[src/rtl/vsg_pkg.sv]
package vsg_pkg;
  localparam int PW = 10;
  localparam int LW = 10;
  localparam int VW = 13;

  typedef struct packed {
    logic [PW-1:0] line_pix;
    logic [PW-1:0] astart;
    logic [LW-1:0] lines;
    logic [LW-1:0] vbi;
    logic [LW-1:0] tail;
    logic [3:0]    vs_half;
  } std_t;
endpackage

[src/rtl/vsg_pos.sv]
module vsg_pos
  import vsg_pkg::*;
#(
  parameter std_t T_N = '0,
  parameter std_t T_P = '0
) (
  input  logic          clk_i,
  input  logic          rst_ni,
  input  logic          en_i,
  input  logic          pal_i,
  input  logic [2:0]    mode_i,
  output logic [PW-1:0] pix_o,
  output logic [LW-1:0] line_o,
  output std_t          cur_o,
  output logic          vmode_o
);
  logic [PW-1:0] pix_q;
  logic [LW-1:0] line_q;
  logic          pal_q, vm_q, frame_start, eff_pal;

  assign frame_start = (pix_q == '0) && (line_q == LW'(1));
  // configuration is taken live on the frame-start tick, held otherwise
  assign eff_pal = frame_start ? pal_i : pal_q;
  assign vmode_o = frame_start ? (mode_i == 3'b101) : vm_q;
  assign cur_o   = eff_pal ? T_P : T_N;
  assign pix_o   = pix_q;
  assign line_o  = line_q;

  always_ff @(posedge clk_i or negedge rst_ni) begin
    if (!rst_ni) begin
      pix_q  <= '0;
      line_q <= LW'(1);
      pal_q  <= 1'b0;
      vm_q   <= 1'b0;
    end else if (en_i) begin
      pal_q <= eff_pal;
      vm_q  <= vmode_o;
      if (pix_q == cur_o.line_pix - PW'(1)) begin
        pix_q  <= '0;
        line_q <= (line_q == cur_o.lines) ? LW'(1) : line_q + LW'(1);
      end else begin
        pix_q <= pix_q + PW'(1);
      end
    end
  end

  p_pix_range_r2: assert property (@(posedge clk_i) disable iff (!rst_ni)
    pix_q < cur_o.line_pix);
  p_line_range_r2: assert property (@(posedge clk_i) disable iff (!rst_ni)
    (line_q >= LW'(1)) && (line_q <= cur_o.lines));
endmodule

[src/rtl/vsg_out.sv]
module vsg_out
  import vsg_pkg::*;
#(
  parameter int HS_W    = 64,
  parameter int ACT_PIX = 720
) (
  input  logic          clk_i,
  input  logic          rst_ni,
  input  logic          en_i,
  input  logic [PW-1:0] pix_i,
  input  logic [LW-1:0] line_i,
  input  std_t          cur_i,
  input  logic          vmode_i,
  output logic          hs_n_o,
  output logic          vs_n_o,
  output logic          field_o,
  output logic          blank_n_o,
  output logic [1:0]    comp_o,
  output logic [LW-1:0] line_o,
  output logic [PW-1:0] pix_o
);
  logic [LW-1:0] even_l, odd_first, odd_last, even_first, even_last;
  logic [PW-1:0] half, rel;
  logic [VW-1:0] vs_len, vs_left;
  logic          act_line, act_pix, act, vs_evt;

  always_comb begin
    even_l     = (cur_i.lines + LW'(1)) >> 1;
    odd_first  = cur_i.vbi + LW'(1);
    odd_last   = even_l - LW'(1) - cur_i.tail;
    even_first = even_l + cur_i.vbi + LW'(1);
    even_last  = cur_i.lines - cur_i.tail;
    act_line   = ((line_i >= odd_first) && (line_i <= odd_last)) ||
                 ((line_i >= even_first) && (line_i <= even_last));
    act_pix    = (pix_i >= cur_i.astart) && (pix_i < cur_i.astart + PW'(ACT_PIX));
    act        = act_line && act_pix;
    rel        = pix_i - cur_i.astart;
    half       = cur_i.line_pix >> 1;
    vs_len     = VW'(cur_i.vs_half) * VW'(half);
    // odd field: with hsync; even field: mid-line
    vs_evt     = ((line_i == LW'(1)) && (pix_i == '0)) ||
                 ((line_i == even_l) && (pix_i == half));
  end

  always_ff @(posedge clk_i or negedge rst_ni) begin
    if (!rst_ni) begin
      hs_n_o    <= 1'b1;
      vs_n_o    <= 1'b1;
      field_o   <= 1'b0;
      blank_n_o <= 1'b0;
      comp_o    <= 2'd0;
      line_o    <= '0;
      pix_o     <= '0;
      vs_left   <= '0;
    end else if (en_i) begin
      hs_n_o    <= !(pix_i < PW'(HS_W));
      vs_left   <= vs_evt ? vs_len - VW'(1) :
                   (vs_left != '0) ? vs_left - VW'(1) : '0;
      vs_n_o    <= vmode_i ? !(vs_evt || (vs_left != '0)) : 1'b1;
      field_o   <= !vmode_i && (line_i >= even_l);
      blank_n_o <= act;
      comp_o    <= act ? rel[1:0] : 2'd0;
      line_o    <= line_i;
      pix_o     <= pix_i;
    end
  end

  p_blank_in_sync_r4: assert property (@(posedge clk_i) disable iff (!rst_ni)
    !hs_n_o |-> !blank_n_o);
  p_field_at_hs_r8: assert property (@(posedge clk_i) disable iff (!rst_ni)
    !$stable(field_o) |-> !hs_n_o);
  p_vs_odd_phase_r7: assert property (@(posedge clk_i) disable iff (!rst_ni)
    ($fell(vs_n_o) && !hs_n_o) |-> ((pix_o == '0) && (line_o == LW'(1))));
  p_cb_first_r6: assert property (@(posedge clk_i) disable iff (!rst_ni)
    $rose(blank_n_o) |-> (comp_o == 2'd0));
  p_hold_r10: assert property (@(posedge clk_i) disable iff (!rst_ni)
    !en_i |=> ($stable(hs_n_o) && $stable(vs_n_o) && $stable(pix_o) && $stable(line_o)));
endmodule

[src/rtl/vsg_top.sv]
module vsg_top
  import vsg_pkg::*;
#(
  parameter int N_LINE_PIX = 858,
  parameter int N_LINES    = 525,
  parameter int N_ASTART   = 122,
  parameter int N_VBI      = 20,
  parameter int N_TAIL     = 0,
  parameter int N_VS_HALF  = 6,
  parameter int P_LINE_PIX = 864,
  parameter int P_LINES    = 625,
  parameter int P_ASTART   = 132,
  parameter int P_VBI      = 22,
  parameter int P_TAIL     = 2,
  parameter int P_VS_HALF  = 5,
  parameter int HS_W       = 64,
  parameter int ACT_PIX    = 720
) (
  input  logic          clk_i,
  input  logic          rst_ni,
  input  logic          pix_en_i,
  input  logic          std_pal_i,
  input  logic [2:0]    mode_i,
  output logic          hs_n_o,
  output logic          vs_n_o,
  output logic          field_o,
  output logic          blank_n_o,
  output logic [1:0]    comp_o,
  output logic [LW-1:0] line_o,
  output logic [PW-1:0] pix_o
);
  localparam std_t T_N = '{line_pix: PW'(N_LINE_PIX), astart: PW'(N_ASTART),
                           lines: LW'(N_LINES), vbi: LW'(N_VBI), tail: LW'(N_TAIL),
                           vs_half: 4'(N_VS_HALF)};
  localparam std_t T_P = '{line_pix: PW'(P_LINE_PIX), astart: PW'(P_ASTART),
                           lines: LW'(P_LINES), vbi: LW'(P_VBI), tail: LW'(P_TAIL),
                           vs_half: 4'(P_VS_HALF)};

  logic [PW-1:0] pix;
  logic [LW-1:0] line;
  std_t          cur;
  logic          vmode;

  vsg_pos #(.T_N(T_N), .T_P(T_P)) u_pos (
    .clk_i, .rst_ni, .en_i(pix_en_i), .pal_i(std_pal_i), .mode_i,
    .pix_o(pix), .line_o(line), .cur_o(cur), .vmode_o(vmode)
  );

  vsg_out #(.HS_W(HS_W), .ACT_PIX(ACT_PIX)) u_out (
    .clk_i, .rst_ni, .en_i(pix_en_i), .pix_i(pix), .line_i(line), .cur_i(cur),
    .vmode_i(vmode), .hs_n_o, .vs_n_o, .field_o, .blank_n_o, .comp_o, .line_o, .pix_o
  );
endmodule

[config.mk]
export PLATFORM = sky130hd
export DESIGN_NAME = vsg_top
export DESIGN_NICKNAME = d
export VERILOG_FILES = /design/src/rtl/vsg_pkg.sv /design/src/rtl/vsg_pos.sv /design/src/rtl/vsg_out.sv /design/src/rtl/vsg_top.sv
export SDC_FILE = /design/constraint.sdc
export NUM_CORES = 1
export LEC_CHECK = 0
export CAP_MARGIN = 30
export CELL_PAD_IN_SITES_DETAIL_PLACEMENT = 1
export CELL_PAD_IN_SITES_GLOBAL_PLACEMENT = 2
export CORE_MARGIN = 8
export CORE_UTILIZATION = 40
export DETAILED_ROUTE_END_ITERATION = 8
export DONT_BUFFER_PORTS = 1
export GPL_TIMING_DRIVEN = 0
export PLACE_DENSITY_LB_ADDON = 0.2
export SYNTH_ARGS = -nofsm -noshare
export SYNTH_HDL_FRONTEND = slang
export SYNTH_SLANG_ARGS = --single-unit
[constraint.sdc]
create_clock -name clk_i -period 5.1 [get_ports clk_i]
set_input_delay 0.255 -clock clk_i [delete_from_list [all_inputs] [get_ports clk_i]]
set_output_delay 0.255 -clock clk_i [all_outputs]
set_load 0.05 [all_outputs]
==> results of run 1 <==
-- cells in the mapped netlist, drive strengths merged (2+ instances only) --
cell type / number
dfrtp: 58
o21ai: 43
nor2: 30
nand2: 27
ha: 24
mux2: 20
clkbuf: 16
inv: 15
a21oi: 14
nor3: 14
nand4: 8
nor4: 8
nand2b: 7
and3: 6
nand3: 6
o31ai: 6
buf: 4
nand3b: 4
or3: 4
xnor2: 4
xor2: 4
a22o: 3
dfstp: 3
nor3b: 3
a2111oi: 2
a31oi: 2
and2b: 2
mux2i: 2
nor2b: 2
o211ai: 2
o21a: 2
o22ai: 2
o2bb2ai: 2
or2: 2
or4b: 2
-- power breakdown --
part / total (W) / switching (W) / internal [W]
registers: 0.000744 / 0.000177 / 0.000567
logic: 0.000367 / 0.000211 / 0.000156
clock network: 0.000497 / 0.000196 / 0.000301
-- kinds of logic after synthesis --
family | count (synthesis) | synth area share, %
XOR/XNOR | 8 | 1.97
multiplexers | 22 | 6.91
adder cells (fa/ha/maj) | 24 | 8.46
flip-flops | 61 | 43.1
AND/OR/NAND/NOR | 133 | 20.5
AO/OA/AOI/OAI | 88 | 15.1
buffers and inverters | 35 | 3.91
-- worst reg2reg max path: stages, from the launching register on --
cell and delay (ns):
dfrtp_1 0.38, clkbuf_1 0.21, inv_1 0.15, ha_1 0.19
nor4bb_1 0.38, nand4_1 0.28, nor2_4 0.26, nor2_1 0.10
a21oi_4 0.21, buf_4 0.21, inv_1 0.18, ha_1 0.37
and4b_1 0.31, nand4_1 0.21, o32ai_4 0.37, buf_2 0.24
or2_1 0.17, o21ai_0 0.09, a22o_1 0.24
-- worst max-delay path by stage --
stage,start,endpoint,cells past startpoint
after floorplan,u_pos.pix_o[0]$_DFFE_PN0P_,u_out.vs_left[6]$_DFFE_PN0P_,16
after global placement,u_pos.pix_o[0]$_DFFE_PN0P_,u_out.vs_left[6]$_DFFE_PN0P_,16
after detailed placement,u_pos.pix_o[0]$_DFFE_PN0P_,u_out.vs_left[6]$_DFFE_PN0P_,18
after CTS,u_pos.pix_o[0]$_DFFE_PN0P_,u_out.vs_left[6]$_DFFE_PN0P_,18
after global routing,u_pos.pix_o[0]$_DFFE_PN0P_,u_out.vs_left[6]$_DFFE_PN0P_,18
final,u_pos.pix_o[0]$_DFFE_PN0P_,u_out.vs_left[6]$_DFFE_PN0P_,18
-- registers in the layout, indices dropped and copies added, names as in the netlist --
register / count
u_out.line_o: 10
u_out.blank_n_o: 1
u_out.vs_left: 13
u_pos.line_o: 10
u_out.field_o: 1
u_pos.pix_o: 10
u_pos.vm_q: 1
u_out.vs_n_o: 1
u_pos.pal_q: 1
u_out.pix_o: 10
u_out.comp_o: 2
u_out.hs_n_o: 1
-- per-layer routing --
layer | share of wire [%] | GRT usage (%)
met5 | 0 | 0
met4 | 1.1 | 5.23
met3 | 4.0 | 4.42
met2 | 45 | 26.2
met1 | 49 | 23.9
-- what timing repair did --
item / 4_1_cts / 5_1_grt
pin swaps: 0 / 1
gates resized for setup: 1 / 6
endpoints found under the setup margin: 3 / 13
endpoints found under the hold margin: 61 / 0
hold buffers: 2 / 0
-- metrics by stage --
stage | setup WS (ns) | hold WS [ns] | utilization (%) | setup TNS, ns | power, W
CTS | 0.0684 | 0.224 | 45.9 | 0 | 0.00162
finish | 0.424 | 0.191 | 46.3 | 0 | 0.00161
global route | -0.00956 | 0.195 | 46.3 | -0.00956 | 0.00171
global placement | -0.817 | -0.0383 | 42.5 | -8.23 | 0.00109
detailed placement | -0.115 | -0.0383 | 42.8 | -0.226 | 0.00110
floorplan | 0.787 | -0.0406 | - | 0 | 0.000992
-- cell type report --
cell class / instances / area, µm² / area share (%)
buffer: 20 / 82.6 / 2.06
clock buffer: 12 / 155 / 3.86
clock inverter: 4 / 70.1 / 1.74
inverter: 15 / 56.3 / 1.40
multi-input combinational: 275 / 1920 / 47.9
sequential: 61 / 1530 / 38.1
tap: 108 / 135 / 3.36
timing repair buffer: 6 / 62.6 / 1.56
==> impl_metrics.toml, run 1 <==
[route]
wl_um = 9790
drc = 0
dr_total_vias = 2887
routedWlPerCell_um = 19.5
initialDrtViolationCount = 133
viasPerCell = 5.76
drtAntennaViolNets = 0
drt_first_pass_iters = 4

[cells_and_area]
num_antenna_cells = 0
drive_gt1_share_pct = 13.7
nFillCells = 990
final_common_cell = "dfrtp_1"
fin_cells = 501
final_cell_mix = "dfrtp_1, o21ai_0, nor2_1, nand2_1, ha_1"
design_area_um2 = 4020
nets = 419
syn_to_final_growth_pct = 13.1

[die]
rows = 34
die_area_um2 = 12100
start_util_pct = 40.9
core-area_um2 = 8680
die_w_um = 110
dieHeight_um = 110
io_pins = 33

[clocking]
clock-sinks = 61
cts_tree = "yes"
post-cts-setup-buffer-count = 0
cts_buffers = 9
clock_path_buffers = 2
clkTransAtPathRegs_ns = 0.08
cts_root_buf = "clkbuf_8"
insertion_delay_ns = 0.34
cts-htree-levels = 3

[setup_path]
r2r_slack_ns = 0.42
arrival_ns = 4.91
critical-path-max-stage-delay_ns = 0.38
crit_slowest_cell = "dfrtp_1"
cp-end-kind = "flop"
reg2reg_depth = 18
worstPathRequired_ns = 5.34
crit_type = "reg2reg"
crit_buf_inv = 5
cpLargestDelayFamily = "simple AND/OR/NAND/NOR gates"
cp_max_fo = 8
startpoint_type = "flop"
rr_startpoint = "u_pos.pix_o[0]$_DFFE_PN0P_"
r2r_end = "u_out.vs_left[6]$_DFFE_PN0P_"
crit_chain = "clkbuf_1 -> inv_1 -> ha_1 -> nor4bb_1 -> nand4_1 -> nor2_4 -> nor2_1 -> a21oi_4 -> buf_4 -> inv_1 -> ha_1 -> and4b_1 -> nand4_1 -> o32ai_4 -> buf_2 -> or2_1 -> o21ai_0 -> a22o_1"

[power]
power_density_nw_per_um2 = 400
leakagePower_nw = 1.72
ir_drop_mv = 0.148

[worst_hold_path]
min_path_type = "in2reg"
hp-start = "std_pal_i"
hold_end = "u_pos.pal_q$_DFFE_PN0P_"
holdPathStages = 2

[sta]
worst_slew_pin_slew_ns = 0.814
relSlewSlack_pct = 45.7
slew_viol_final = 0
period_share_pct = 91.7
finClkSkew_ns = 0.0136
hold_violations = 0
period_needed_ns = 4.68
clock.fmax_mhz = 214
setup_viol = 0

[placement]
dp.cells = 483
placed_cell_area_um2 = 3710
hpwl_um = 6900
port_buffers = 0
place_congestion = 0.777

[synth]
synth.largest_area_cell = "dfrtp_1"
ys_warn_count = 0
synth_nets = 402
synth_area_um2 = 3550
synth_cells = 371
synth_edf_count = 0
synth-seq-cells = 61
yosysSeqAreaShare_pct = 43.1
synth_cell_types = 59
avgSynthCellArea_um2 = 9.57
synth_ff_type = "dfrtp_1"
yosys-top-cells-area = "dfrtp_1, ha_1, mux2_2"
async_flop_share_pct = 100
synthDominantCellAreaShare_pct = 40.9

[grt]
grt_max_degree = 62
grt_pass1_wl_um = 16200
track_usage_pct = 17.4
grt_overflow = 0
grt_pass1_vias = 3009
antenna_found_initial = 0

[flow_run]
cap_violations = 0

[outcome]
status = "finished, final reports clean"
No activity file was read; power rests on OpenSTA's default activity.
==> inputs of run 2 (changes only) <==
--- a/config.mk
+++ b/config.mk
@@ -6,14 +6,13 @@
 export NUM_CORES = 1
 export LEC_CHECK = 0
 export CAP_MARGIN = 30
-export CELL_PAD_IN_SITES_DETAIL_PLACEMENT = 1
-export CELL_PAD_IN_SITES_GLOBAL_PLACEMENT = 2
 export CORE_MARGIN = 8
-export CORE_UTILIZATION = 40
+export CORE_UTILIZATION = 55
 export DETAILED_ROUTE_END_ITERATION = 8
 export DONT_BUFFER_PORTS = 1
 export GPL_TIMING_DRIVEN = 0
 export PLACE_DENSITY_LB_ADDON = 0.2
 export SYNTH_ARGS = -nofsm -noshare
 export SYNTH_HDL_FRONTEND = slang
+export SYNTH_HIERARCHICAL = 1
 export SYNTH_SLANG_ARGS = --single-unit
==> constraint.sdc (replaced) <==
create_clock -name clk_i -period 5.1 [get_ports clk_i]
set_input_delay 0.255 -clock clk_i [delete_from_list [all_inputs] [get_ports clk_i]]
set_output_delay 0.255 -clock clk_i [all_outputs]
set_load 0.02 [all_outputs]
==> run 2 against run 1 <==
Compared with the run above: the run now ends with negative setup slack left; sequential share of layout area decreased by 21 points; design area rose by 130%; setup slack worse by 0.55 ns; sequential power grew 5.9%; critical path type unchanged; critical endpoint is now u_out/comp_o[0]$_DFFE_PN0P_; highest routed layer unchanged.
==> impl_metrics.toml, run 2 <==
[synth]
ys_warn_count = 6
synth_cells = 909
synth_area_um2 = 7840
avgSynthCellArea_um2 = 8.62

[route]
dr_total_vias = 6688
drt_first_pass_iters = 5
wl_um = 19500
drtAntennaViolNets = 0
initialDrtViolationCount = 371
routedWlPerCell_um = 16.7
viasPerCell = 5.73
drc = 0

[worst_hold_path]
hold_end = "u_out/vs_n_o$_DFFE_PN1P_"
holdPathStages = 2
min_path_type = "in2reg"
hp-start = "mode_i[1]"

[clocking]
cts-htree-levels = 3
clock_path_buffers = 2
clock-sinks = 61
cts_buffers = 9
insertion_delay_ns = 0.35
clkTransAtPathRegs_ns = 0.06
cts_tree = "yes"
cts_root_buf = "clkbuf_16"

[sta]
rsz0062_at_grt = "yes"
hold_violations = 0
clock.fmax_mhz = 191
worst_slack_ns = -0.125
worst_slew_pin_slew_ns = 0.837
period_needed_ns = 5.22
relSlewSlack_pct = 43.5
setup_viol = 4
finClkSkew_ns = 0.00904
slew_viol_final = 0
tns_ns = -0.323
period_share_pct = 102

[setup_path]
startpoint_type = "flop"
crit_slowest_cell = "dfstp_2"
crit_chain = "ha_1 -> or3b_4 -> or4_4 -> buf_6 -> nor3_4 -> nor2_4 -> buf_6 -> xor2_4 -> fa_2 -> a21o_1 -> a21oi_2 -> nor2b_1 -> o21a_1 -> o41ai_2 -> xor2_1 -> ha_1 -> nand4_1 -> nor3_2 -> buf_4 -> o31a_1 -> a22oi_2 -> o32ai_1"
crit_buf_inv = 3
r2r_slack_ns = -0.12
worstPathRequired_ns = 5.30
critical-path-max-stage-delay_ns = 0.53
rr_startpoint = "u_pos/line_o[0]$_DFFE_PN1P_"
cp.depth = 22
arrival_ns = 5.42
reg2reg_depth = 22
cp_max_fo = 5
r2r_end = "u_out/comp_o[0]$_DFFE_PN0P_"
cpLargestDelayFamily = "compound AO/OA/AOI/OAI gates"
cp-end-kind = "flop"
crit_type = "reg2reg"

[cells_and_area]
final_cell_mix = "ha_1, inv_1, buf_4, dfrtp_1, nand2_1"
largest-register = "u_out/vs_left"
drive_gt1_share_pct = 19.0
final_util_pct = 65.3
final_common_cell = "ha_1"
largest_reg_flops = 13
nets = 1136
syn_to_final_growth_pct = 15.6
num_antenna_cells = 0
nFillCells = 1167
design_area_um2 = 9060

[placement]
port_buffers = 0
placed_cell_area_um2 = 8210
place_congestion = 0.831
hpwl_um = 13700

[die]
rows = 43
die_area_um2 = 18300
core-area_um2 = 13900
dieHeight_um = 135
io_pins = 33
die_w_um = 135
start_util_pct = 56.5

[power]
clockPowerShare_pct = 18.1
power.switching_w = 0.00143
power_frac_comb_pct = 57.7
p_int_w = 0.00183
p_sw_share_pct = 43.8
leakagePower_nw = 4.41
power_density_nw_per_um2 = 359
p_seq_share_pct = 24.2
ir_drop_mv = 0.261

[grt]
grt_pass1_vias = 6483
grt_pass1_wl_um = 31700
grt_overflow = 0
track_usage_pct = 21.5
antenna_found_initial = 0
grt_max_degree = 62

[outcome]
status = "finished with violations"
violations = "negative setup slack"

[flow_run]
cap_violations = 0
## run 2: area by class of cell
| class | count | area [µm²] | area share [%] |
|---|---|---|---|
| multi-input combinational | 724 | 5930 | 65.4 |
| sequential | 61 | 1530 | 16.9 |
| buffer | 68 | 488 | 5.38 |
| inverter | 88 | 337 | 3.71 |
| timing repair buffer | 31 | 267 | 2.94 |
| clock buffer | 9 | 225 | 2.48 |
| tap | 180 | 225 | 2.48 |
| clock inverter | 7 | 56.3 | 0.621 |
## run 2: worst max-delay path by stage
| stage | start | to |
|---|---|---|
| 2_1_floorplan | u_pos/line_o[0]$_DFFE_PN1P_ | u_out/vs_left[9]$_DFFE_PN0P_ |
| 3_3_place_gp | u_pos/line_o[1]$_DFFE_PN0P_ | u_out/comp_o[0]$_DFFE_PN0P_ |
| 3_5_place_dp | u_pos/line_o[1]$_DFFE_PN0P_ | u_out/comp_o[0]$_DFFE_PN0P_ |
| 4_1_cts | u_pos/line_o[0]$_DFFE_PN1P_ | u_out/comp_o[0]$_DFFE_PN0P_ |
| 5_1_grt | u_pos/line_o[0]$_DFFE_PN1P_ | u_out/comp_o[1]$_DFFE_PN0P_ |
| 6_report | u_pos/line_o[0]$_DFFE_PN1P_ | u_out/comp_o[0]$_DFFE_PN0P_ |
## run 2: worst reg2reg max path, cell delays in order (launching register included)
cell and delay [ns]:
dfstp_2 0.53, ha_1 0.13, or3b_4 0.37, or4_4 0.45
buf_6 0.15, nor3_4 0.21, nor2_4 0.09, buf_6 0.15
xor2_4 0.20, fa_2 0.39, a21o_1 0.19, a21oi_2 0.17
nor2b_1 0.07, o21a_1 0.19, o41ai_2 0.24, xor2_1 0.19
ha_1 0.26, nand4_1 0.17, nor3_2 0.07, buf_4 0.13
o31a_1 0.26, a22oi_2 0.31, o32ai_1 0.15
## run 2: power by group through the flow
stage          Clock (W)  Combinational (W)  Sequential (W)
6_report        0.000588            0.00188        0.000788
3_3_place_gp           0            0.00147        0.000789
3_5_place_dp           0            0.00149        0.000791
5_1_grt         0.000627            0.00209        0.000806
2_1_floorplan          0            0.00125        0.000733
4_1_cts         0.000598            0.00166        0.000785
## run 2: stage by stage
step | hold slack (ns) | worst slack, ns | cells | power (W)
5_1_grt | 0.260 | -0.254 | 1168 | 0.00352
2_1_floorplan | -0.0406 | 0.00424 | 940 | 0.00198
4_1_cts | 0.237 | -0.0712 | 1159 | 0.00305
3_3_place_gp | -0.0380 | -1.06 | 1120 | 0.00226
6_report | 0.268 | -0.125 | 1168 | 0.00325
3_5_place_dp | -0.0381 | -1.12 | 1120 | 0.00228
## run 2: timing repair
item / in CTS / in global routing
endpoints found under the hold margin: 61 / 0
pin swaps: 22 / 35
hold buffers: 2 / 0
cloned: 1 / 0
resized for setup: 38 / 29
buffers inserted: 20 / 10
setup endpoints to repair: 15 / 11
## run 2: routing by layer
layer	GRT usage [%]	part of all wire (%)	vias to the layer above
met5	0	0	-
met1	26.4	44	3161
met4	5.00	1.7	0
met3	3.78	5.3	31
li1	-	-	3316
met2	38.2	49	180
==> inputs of run 3 (changes only) <==
--- a/config.mk
+++ b/config.mk
@@ -11,7 +11,7 @@
 export DETAILED_ROUTE_END_ITERATION = 8
 export DONT_BUFFER_PORTS = 1
 export GPL_TIMING_DRIVEN = 0
-export PLACE_DENSITY_LB_ADDON = 0.2
+export PLACE_DENSITY = 0.7
 export SYNTH_ARGS = -nofsm -noshare
 export SYNTH_HDL_FRONTEND = slang
 export SYNTH_HIERARCHICAL = 1
==> run 3 against run 2 <==
Compared with the run above: clock-buffer cell count is the same; first-iteration DRC count grew 12%; critical endpoint is now u_out/comp_o[1]$_DFFE_PN0P_; highest routed layer unchanged; combinational power down 4%; hold slack got worse by 0.019 ns; the flow still finishes with violations (negative setup slack); global-route usage fell by 0.28 points; routed wire length fell by 2.3%; utilization decreased by 0.70 points; non-clock buffer count shrank 9; sequential power about the same.
==> impl_metrics.toml, run 3 (synthesized netlist as in run 2, its figures left out) <==
[outcome]
status = "finished with violations"
violations = "negative setup slack"

[sta]
period_needed_ns = 5.14
slew_viol_final = 0
tns_ns = -0.0846
period_share_pct = 101
hold_ws_ns = 0.249
worst_slack_ns = -0.0398
finClkSkew_ns = 0.00932
worst_slew_pin_slew_ns = 0.757
clock.fmax_mhz = 195
relSlewSlack_pct = 48.9
rsz0062_at_grt = "yes"
setup_viol = 3
hold_violations = 0

[cells_and_area]
nFillCells = 1176
design_area_um2 = 8970
final_common_cell = "ha_1"
regArea_um2 = 1540
num_antenna_cells = 0
drive_gt1_share_pct = 18.0
largest_reg_flops = 13
syn_to_final_growth_pct = 14.4
nets = 1127
largest-register = "u_out/vs_left"
final_util_pct = 64.6
multi_input_area_um2 = 5890
final_cell_mix = "ha_1, inv_1, buf_4, dfrtp_1, nand2_1"

[placement]
placed_cell_area_um2 = 8210
hpwl_um = 13800
place_ws_ns = -1.16
place_congestion = 0.804
port_buffers = 0

[power]
power_density_nw_per_um2 = 356
leakagePower_nw = 4.38
ir_drop_mv = 0.233

[setup_path]
cp_max_fo = 4
arrival_ns = 5.39
crit_slowest_cell = "dfstp_2"
worstPathRequired_ns = 5.35
crit_type = "reg2reg"
cpLargestDelayFamily = "simple AND/OR/NAND/NOR gates"
cp_common_cell = "ha_1"
critical-path-max-stage-delay_ns = 0.54
crit_buf_inv = 2
cp-end-kind = "flop"
startpoint_type = "flop"
crit_chain = "ha_1 -> or3b_4 -> or4_4 -> o21a_4 -> nor2_4 -> buf_6 -> xor2_4 -> ha_1 -> a21o_1 -> a21oi_2 -> o21ai_2 -> or4_4 -> nand2_2 -> xnor2_1 -> ha_1 -> nand4_1 -> nor3_2 -> o22a_1 -> o31a_1 -> a22oi_2 -> buf_6 -> o32ai_2"

[route]
drt_first_pass_iters = 5
initialDrtViolationCount = 416
wl_um = 19100
viasPerCell = 5.75
routedWlPerCell_um = 16.4
drtAntennaViolNets = 0
drc = 0
dr_total_vias = 6659

[grt]
grt_pass1_wl_um = 31400
grt_overflow = 0
antenna_found_initial = 0
track_usage_pct = 21.2
met1_usage_pct = 26.0
grt_max_degree = 62
grt_util_met3_pct = 3.67
use_met2_pct = 36.9
grt_busiest_layer = "met2"
grt_pass1_vias = 6448

[clocking]
insertion_delay_ns = 0.34
cts-htree-levels = 3
clock-sinks = 61
clkTransAtPathRegs_ns = 0.06
cts_buffers = 9
cts_tree = "yes"
cts_root_buf = "clkbuf_16"
clock_path_buffers = 2

[die]
dieHeight_um = 135
die_w_um = 135
rows = 43
io_pins = 33
die_area_um2 = 18300
core-area_um2 = 13900
start_util_pct = 56.5

[flow_run]
cap_violations = 0

[worst_hold_path]
min_path_type = "in2reg"
-- run 3: cell count changes in the layout (fill, tap and decap cells not counted), sizes merged --
cell,delta
buf,-9
clkinv,-1
inv,+1
-- run 3: timing repair --
action / CTS / global route
hold buffers: 2 / 0
cloned: 1 / 0
buffers inserted: 17 / 4
pin swaps: 17 / 13
gates resized for setup: 46 / 15
endpoints found under the setup margin: 16 / 14
hold endpoints to repair: 61 / 0
-- run 3: final timing paths --
check / from / to / slack, ns / cells past startpoint
hold / removal: mode_i[1] / u_out/vs_n_o$_DFFE_PN1P_ / 0.25 / 2
setup / recovery: u_pos/line_o[0]$_DFFE_PN1P_ / u_out/comp_o[1]$_DFFE_PN0P_ / -0.04 / 22
min in group asynchronous: rst_ni / u_out/line_o[3]$_DFFE_PN0P_ / 0.46 / 2
setup reg to reg: u_pos/line_o[0]$_DFFE_PN1P_ / u_out/comp_o[1]$_DFFE_PN0P_ / -0.04 / 22
hold reg to reg: u_out/vs_left[12]$_DFFE_PN0P_ / u_out/vs_left[12]$_DFFE_PN0P_ / 0.48 / 2
max in group asynchronous: rst_ni / u_pos/line_o[0]$_DFFE_PN1P_ / 4.32 / 2
-- run 3: stage by stage --
step	std cells	total power, W
after floorplan	940	0.00198
after global placement	1120	0.00226
after detailed placement	1120	0.00228
after CTS	1155	0.00310
after global routing	1159	0.00347
final	1159	0.00319
-- run 3: worst register-to-register path: cells and delay by family, from the launching register on --
kind / cells / cell delay [ns]
buf+inv: 2 / 0.31
compound gates: 8 / 1.31
xor+xnor: 2 / 0.24
flops: 1 / 0.54
simple gates: 7 / 1.95
fa+ha+maj: 3 / 0.69
-- run 3: where the power goes --
group	leakage [nW]	internal, W	switching, W
clock network	0.140	0.000341	0.000270
logic	3.49	0.000870	0.000925
registers	0.747	0.000587	0.000198
total	4.38	0.00180	0.00139
-- run 3: layout make-up --
type	instances	share of cell area, %
flip-flops and latches	61	17.1
plain buffers	68	5.53
inverters	88	3.75
clock inverters	7	0.726
repair buffers	22	2.18
well taps	180	2.51
clock buffers	9	2.51
multi-input cells	724	65.7
-- run 3: layer usage --
metal	share of wire, %	up-vias
met2	49	170
met1	44	3163
met5	0	-
met4	2.5	0
li1	-	3285
met3	5.0	41
